### config.mk
export PLATFORM = sky130hd
export DESIGN_NAME = seg_check
export DESIGN_NICKNAME = d
export VERILOG_FILES = /design/src/rtl/seg_pkg.sv /design/src/rtl/seg_prio.sv /design/src/rtl/seg_table.sv /design/src/rtl/rights_table.sv /design/src/rtl/seg_check.sv
export SDC_FILE = /design/constraint.sdc
export NUM_CORES = 2
export LEC_CHECK = 0
export ABC_AREA = 1
export BUFFER_PORTS_ARGS = -buffer_cell sky130_fd_sc_hd__buf_2
export CORE_MARGIN = 4
export CORE_UTILIZATION = 64
export DETAILED_ROUTE_END_ITERATION = 6
export PLACE_DENSITY = 0.79
export SLEW_MARGIN = 20
export SYNTH_ARGS = -nofsm -noshare
export SYNTH_HDL_FRONTEND = slang
export SYNTH_SLANG_ARGS = --single-unit
### constraint.sdc
create_clock -name clk -period 7.82 [get_ports clk]
set_input_delay 1.564 -clock clk [delete_from_list [all_inputs] [get_ports clk]]
set_output_delay 1.564 -clock clk [all_outputs]
set_load 0.005 [all_outputs]
### src/rtl/seg_pkg.sv
package seg_pkg;

    typedef enum logic [1:0] {
        KIND_FETCH     = 2'd0,
        KIND_LOAD      = 2'd1,
        KIND_STORE     = 2'd2,
        KIND_FETCH_ALT = 2'd3
    } kind_e;

    typedef enum logic [1:0] {
        CAUSE_NOSEG = 2'd0,
        CAUSE_READ  = 2'd1,
        CAUSE_WRITE = 2'd2,
        CAUSE_EXEC  = 2'd3
    } cause_e;

    typedef enum logic [1:0] {
        SEL_BASE   = 2'd0,
        SEL_LIMIT  = 2'd1,
        SEL_VALID  = 2'd2,
        SEL_RIGHTS = 2'd3
    } cfg_sel_e;

    typedef struct packed {
        logic exec;
        logic wr;
        logic rd;
    } rights_t;

    function automatic logic is_fetch(kind_e k);
        return (k == KIND_FETCH) || (k == KIND_FETCH_ALT);
    endfunction

    function automatic rights_t needed_right(kind_e k);
        rights_t r;
        r = '0;
        case (k)
            KIND_LOAD:  r.rd   = 1'b1;
            KIND_STORE: r.wr   = 1'b1;
            default:    r.exec = 1'b1;
        endcase
        return r;
    endfunction

    function automatic cause_e rights_cause(kind_e k);
        case (k)
            KIND_LOAD:  return CAUSE_READ;
            KIND_STORE: return CAUSE_WRITE;
            default:    return CAUSE_EXEC;
        endcase
    endfunction

endpackage

### src/rtl/seg_prio.sv
module seg_prio #(
    parameter int N  = 8,
    parameter int IW = $clog2(N)
) (
    input  logic [N-1:0]  match,
    output logic          hit,
    output logic [IW-1:0] idx
);
    always_comb begin
        hit = |match;
        idx = '0;
        for (int i = N - 1; i >= 0; i--) begin
            if (match[i]) idx = IW'(i);
        end
    end
endmodule

### src/rtl/seg_table.sv
module seg_table #(
    parameter int NSEG = 8,
    parameter int AW   = 32,
    parameter int IW   = $clog2(NSEG)
) (
    input  logic                clk,
    input  logic                rst,
    input  logic                wr_en,
    input  seg_pkg::cfg_sel_e   wr_sel,
    input  logic [IW-1:0]       wr_idx,
    input  logic [AW-1:0]       wr_data,
    input  logic [AW-1:0]       addr_a,
    input  logic [AW-1:0]       addr_b,
    output logic                hit_a,
    output logic [IW-1:0]       idx_a,
    output logic                hit_b,
    output logic [IW-1:0]       idx_b
);
    import seg_pkg::*;

    logic [AW-1:0]   base_q  [NSEG];
    logic [AW-1:0]   limit_q [NSEG];
    logic [NSEG-1:0] valid_q;
    logic [NSEG-1:0] match_a;
    logic [NSEG-1:0] match_b;

    for (genvar g = 0; g < NSEG; g++) begin : g_entry
        always_ff @(posedge clk) begin
            if (rst) begin
                base_q[g]  <= '0;
                limit_q[g] <= '0;
                valid_q[g] <= 1'b0;
            end else if (wr_en && (wr_idx == IW'(g))) begin
                case (wr_sel)
                    SEL_BASE:  base_q[g]  <= wr_data;
                    SEL_LIMIT: limit_q[g] <= wr_data;
                    SEL_VALID: valid_q[g] <= wr_data[0];
                    default:   ;
                endcase
            end
        end

        assign match_a[g] = valid_q[g] && (addr_a >= base_q[g]) && (addr_a <= limit_q[g]);
        assign match_b[g] = valid_q[g] && (addr_b >= base_q[g]) && (addr_b <= limit_q[g]);
    end

    seg_prio #(.N(NSEG), .IW(IW)) u_prio_a (.match(match_a), .hit(hit_a), .idx(idx_a));
    seg_prio #(.N(NSEG), .IW(IW)) u_prio_b (.match(match_b), .hit(hit_b), .idx(idx_b));

    // the cycle after reset no entry may match
    assert_reset_empty_R1: assert property (@(posedge clk) disable iff (rst)
        $past(rst) |-> (!hit_a && !hit_b));

endmodule

### src/rtl/rights_table.sv
module rights_table #(
    parameter int NSEG = 8,
    parameter int IW   = $clog2(NSEG),
    localparam int PW  = 2 * IW,
    localparam int NP  = NSEG * NSEG
) (
    input  logic              clk,
    input  logic              rst,
    input  logic              wr_en,
    input  logic [PW-1:0]     wr_idx,
    input  seg_pkg::rights_t  wr_data,
    input  logic [PW-1:0]     rd_idx,
    output seg_pkg::rights_t  rd_data
);
    import seg_pkg::*;

    rights_t mem_q [NP];

    always_ff @(posedge clk) begin
        if (rst) begin
            for (int i = 0; i < NP; i++) mem_q[i] <= '0;
        end else if (wr_en) begin
            mem_q[wr_idx] <= wr_data;
        end
    end

    assign rd_data = mem_q[rd_idx];

    // every pair reads back empty right after reset
    assert_reset_clear_R12: assert property (@(posedge clk) disable iff (rst)
        $past(rst) |-> (rd_data == '0));

endmodule

### src/rtl/seg_check.sv
module seg_check #(
    parameter int NSEG = 8,
    parameter int AW   = 32,
    localparam int IW  = $clog2(NSEG),
    localparam int PW  = 2 * IW
) (
    input  logic          clk,
    input  logic          rst,
    input  logic          req_valid,
    input  logic [1:0]    req_kind,
    input  logic [AW-1:0] req_pc,
    input  logic [AW-1:0] req_addr,
    input  logic          cfg_we,
    input  logic [1:0]    cfg_sel,
    input  logic [PW-1:0] cfg_addr,
    input  logic [AW-1:0] cfg_wdata,
    output logic          rsp_valid,
    output logic          rsp_grant,
    output logic          rsp_fault,
    output logic [1:0]    rsp_cause,
    output logic [AW-1:0] rsp_fault_addr
);
    import seg_pkg::*;

    kind_e    kind;
    cfg_sel_e sel;
    logic     fetch;
    logic [AW-1:0] src_addr;

    logic          src_hit, tgt_hit;
    logic [IW-1:0] src_idx, tgt_idx;
    rights_t       pair_rights;
    rights_t       need;

    logic          seg_we, rt_we;
    logic          fault_c;
    cause_e        cause_c;
    logic [AW-1:0] faddr_c;

    assign kind     = kind_e'(req_kind);
    assign sel      = cfg_sel_e'(cfg_sel);
    assign fetch    = is_fetch(kind);
    assign src_addr = fetch ? req_addr : req_pc;
    assign need     = needed_right(kind);

    assign seg_we = cfg_we && (sel != SEL_RIGHTS);
    assign rt_we  = cfg_we && (sel == SEL_RIGHTS);

    seg_table #(.NSEG(NSEG), .AW(AW), .IW(IW)) u_segs (
        .clk     (clk),
        .rst     (rst),
        .wr_en   (seg_we),
        .wr_sel  (sel),
        .wr_idx  (cfg_addr[IW-1:0]),
        .wr_data (cfg_wdata),
        .addr_a  (src_addr),
        .addr_b  (req_addr),
        .hit_a   (src_hit),
        .idx_a   (src_idx),
        .hit_b   (tgt_hit),
        .idx_b   (tgt_idx)
    );

    rights_table #(.NSEG(NSEG), .IW(IW)) u_rights (
        .clk     (clk),
        .rst     (rst),
        .wr_en   (rt_we),
        .wr_idx  (cfg_addr),
        .wr_data (rights_t'(cfg_wdata[2:0])),
        .rd_idx  ({src_idx, tgt_idx}),
        .rd_data (pair_rights)
    );

    always_comb begin
        fault_c = 1'b0;
        cause_c = CAUSE_NOSEG;
        faddr_c = req_addr;
        if (!src_hit) begin
            fault_c = 1'b1;
            faddr_c = src_addr;
        end else if (!tgt_hit) begin
            fault_c = 1'b1;
        end else if ((pair_rights & need) == '0) begin
            fault_c = 1'b1;
            cause_c = rights_cause(kind);
        end
    end

    always_ff @(posedge clk) begin
        if (rst) begin
            rsp_valid      <= 1'b0;
            rsp_grant      <= 1'b0;
            rsp_fault      <= 1'b0;
            rsp_cause      <= '0;
            rsp_fault_addr <= '0;
        end else begin
            rsp_valid <= req_valid;
            rsp_grant <= req_valid && !fault_c;
            rsp_fault <= req_valid && fault_c;
            if (req_valid) rsp_cause <= cause_c;
            if (req_valid && fault_c) rsp_fault_addr <= faddr_c;
        end
    end

    // one-cycle latency from request to response
    assert_latency_R9: assert property (@(posedge clk) disable iff (rst)
        rsp_valid == $past(req_valid && !rst));

    // exactly one verdict while valid, none otherwise
    assert_one_verdict_R9: assert property (@(posedge clk) disable iff (rst)
        rsp_valid ? (rsp_grant != rsp_fault) : (!rsp_grant && !rsp_fault));

    // a no-segment cause needs a lookup miss in the request cycle
    assert_noseg_miss_R7: assert property (@(posedge clk) disable iff (rst)
        (rsp_fault && rsp_cause == 2'd0) |-> $past(!src_hit || !tgt_hit));

    // the captured address holds unless a fault is reported
    assert_faddr_hold_R11: assert property (@(posedge clk) disable iff (rst)
        !rsp_fault |-> $stable(rsp_fault_addr));

endmodule

==> impl_metrics.json <==
{
  "status": "finished with violations",
  "failed_checks": "DRC",
  "fill_cells": 6438,
  "grt_pass1_wl_mm": 257,
  "syn_nets": 7491,
  "worstPathRequired_ps": 8370,
  "ys_warn_count": 0,
  "crit_path_max_fanout": 57,
  "dieArea_um2": 90400,
  "timing.critical_path.mode_cell": "nand2_1",
  "root_buffer": "clkbuf_16",
  "yosys.area.top_type_share_pct": 38.6,
  "layout_setup_ws_ps": 741,
  "drv_slew": 0,
  "cts_resized": 0,
  "std_cell_rows": 107,
  "synth_flop_cell": "edfxtp_1",
  "ctsHoldBuffers": 0,
  "via_count": 47100,
  "final_nets": 7670,
  "synth.avg_cell_area_um2": 8.63,
  "drive_above_1_share_pct": 7.09,
  "cellPowerDensity_nw_per_um2": 186,
  "ys_ff_latch": 749,
  "rsz0062_at_grt": "false",
  "synth-edff-count": 704,
  "fin_crit_sh_pct": 90.5,
  "critPathKind": "in2reg",
  "setup_viol": 0,
  "slew_headroom_pct": 22.4,
  "cp-end-kind": "flip-flop",
  "reg2reg_depth": 32,
  "die_w_um": 301,
  "clockBufferDepth": 3,
  "overflow": 0,
  "finalCriticalPeriod_ps": 7080,
  "cp_slowest_cell": "ha_4",
  "hold_violations": 0,
  "drtPass1Iterations": 7,
  "routedWlPerCell_um": 22.1,
  "postCtsSetupBuffers": 0,
  "numClockSinks": 749,
  "vdd_drop_max_uv": 185,
  "die_h_um": 301,
  "syn_to_final_growth_pct": 9.61,
  "cts_tree": "built",
  "io_pins": 147,
  "ys_seq_area_share_pct": 40.2,
  "min_path_type": "reg2reg",
  "whs_path_depth": 2,
  "io_buffer_count": 146,
  "numCtsBuffers": 86,
  "synth-async-reset-ratio_pct": 0,
  "avgViaCountPerCell": 6.08,
  "grt_start_max_net_pins": 81,
  "dp_hpwl_mm": 121,
  "start_kind": "input port",
  "h-tree-depth": 3,
  "p_leak_uw": 0.0290,
  "syn_inst": 6354,
  "synth_cell_types": 55,
  "place_ws_ps": 273,
  "maxCapViolations": 0,
  "tns_ps": 0,
  "drcViolationCount": 3,
  "ant_nets": 0,
  "track_usage_pct": 37.3,
  "place.gp.congestion": 0.963,
  "start_util_pct": 64.5,
  "cpPeakStageDelay_ps": 570,
  "clk_latency_ps": 660,
  "fmax_mhz": 141,
  "core_area_um2": 85000,
  "yosysTopAreaCell": "edfxtp_1",
  "skew_ps": 34.5,
  "wirelength_mm": 171,
  "path_clk_slew_ps": 60,
  "grt_pass1_vias": 45900,
  "netlist_area_um2": 54800,
  "tightest_slew_ps": 1160,
  "synthTopCellsByArea": "edfxtp_1, ha_1, nand2_1",
  "drtIter0Drc": 4977,
  "antenna_found_initial": 3,
  "worst_ep_arrival_time_ps": 7630
}
-- cells in the mapped netlist (4+ instances only) --
| cell | number |
|---|---|
| o21ai_1 | 5 |
| inv_1 | 905 |
| a21o_1 | 14 |
| buf_1 | 6 |
| nand3b_1 | 64 |
| a311oi_1 | 5 |
| o21ai_0 | 168 |
| dfxtp_1 | 45 |
| a21oi_1 | 525 |
| o21bai_1 | 5 |
| nand4_1 | 95 |
| o2111ai_1 | 4 |
| buf_4 | 5 |
| nor3_1 | 49 |
| or2_0 | 4 |
| edfxtp_1 | 704 |
| a31oi_1 | 11 |
| ha_1 | 1027 |
| o211ai_1 | 35 |
| buf_2 | 24 |
| buf_6 | 9 |
| o21a_1 | 34 |
| nand3_1 | 294 |
| a211oi_1 | 25 |
| o221ai_1 | 11 |
| inv_2 | 6 |
| nand3_2 | 4 |
| nor4_2 | 4 |
| and3_1 | 6 |
| o311ai_0 | 6 |
| nor4_1 | 14 |
| nand2_1 | 1055 |
| o221a_2 | 4 |
| nor2_1 | 1019 |
| clkbuf_1 | 139 |
-- worst max-delay path: cells and delay by family --
| kind | cells | cell delay, ps |
|---|---|---|
| adder cells (fa/ha/maj) | 2 | 850 |
| AND/OR/NAND/NOR | 22 | 2190 |
| buffers and inverters | 7 | 1840 |
| AO/OA/AOI/OAI | 3 | 1040 |
-- per-layer routing --
| metal | vias to the layer above | track usage (%) | wire, um | part of all wire, % |
|---|---|---|---|---|
| met5 | - | 0 | 12 | 0.0070 |
| met3 | 751 | 6.53 | 18900 | 11 |
| li1 | 22000 | - | - | - |
| met1 | 21600 | 45.7 | 61500 | 36 |
| met2 | 2763 | 59.9 | 76300 | 45 |
| met4 | 2 | 26.6 | 14500 | 8.5 |
-- final timing paths --
kind                                                     startpoint                              end  slack [ps]
worst min-delay path                      rsp_cause[0]$_SDFFE_PP0P_        rsp_cause[0]$_SDFFE_PP0P_         470
worst min register to register            rsp_cause[0]$_SDFFE_PP0P_        rsp_cause[0]$_SDFFE_PP0P_         470
worst max register to register  u_segs.limit_q[1][91]$_SDFFCE_PN0P_  rsp_fault_addr[13]$_SDFFE_PP0P_        2500
worst max-delay path                                    req_kind[0]  rsp_fault_addr[13]$_SDFFE_PP0P_         740
-- where the power goes --
part / switching [uW] / total (uW) / leakage (uW) / internal [uW]
clock: 1710 / 4030 / 0.00136 / 2320
combinational: 1670 / 2510 / 0.0206 / 842
sequential: 63.3 / 4660 / 0.00707 / 4590
-- metrics by stage --
| step | std cells | utilization, % | cell area [um^2] | power [uW] | hold slack (ps) |
|---|---|---|---|---|---|
| finish | 7749 | 70.7 | 60100 | 11200 | 467 |
| global route | 7748 | 70.7 | 60100 | 11700 | 485 |
| CTS | 7746 | 70.6 | 60100 | 11100 | 465 |
| detailed placement | 7588 | 67.4 | 57300 | 7150 | 457 |
| global placement | 7588 | 67.4 | 57300 | 7030 | 455 |
| floorplan | 6354 | - | 54800 | 6270 | 445 |
-- cells by family after synthesis --
kind of cell	count (synthesis)	share of synthesized area (%)
simple gates	2622	20.0
buf+inv	1095	7.71
fa+ha+maj	1027	23.4
compound gates	861	8.68
flops	749	40.2
-- sequential cells by signal (all words and copies together) (netlist names) --
signal / count
u_segs.base_q: 256
rsp_grant: 1
rsp_fault: 1
u_segs.valid_q: 8
rsp_cause: 2
u_rights.mem_q: 192
rsp_fault_addr: 32
rsp_valid: 1
u_segs.limit_q: 256
-- cells in the final DEF, fill, tap and decap left out, drive strengths merged, types with 11 or more instances in the layout --
cell type	synthesis	layout
a211oi	25	25
a21o	14	14
a21oi	526	526
a31oi	11	11
buf	44	274
clkbuf	139	116
clkinv	1	34
dfxtp	45	45
edfxtp	704	704
ha	1027	1027
inv	911	914
nand2	1060	1060
nand3	298	298
nand3b	64	64
nand4	95	95
nor2	1019	1019
nor3	52	52
nor4	18	18
o211ai	35	35
o21a	34	34
o21ai	173	173
o221ai	11	11
-- layout make-up --
type / instances / area (um^2) / area share, %
sequential: 749 / 22000 / 36.7
antenna: 2 / 5.00 / 0.00833
multi-input combinational: 4510 / 28700 / 47.8
timing repair buffer: 274 / 1720 / 2.87
inverter: 912 / 3430 / 5.70
tap: 1144 / 1430 / 2.38
clock inverter: 42 / 357 / 0.593
clock buffer: 116 / 2400 / 3.99
Note: power is estimated with default switching activity, not from simulation.
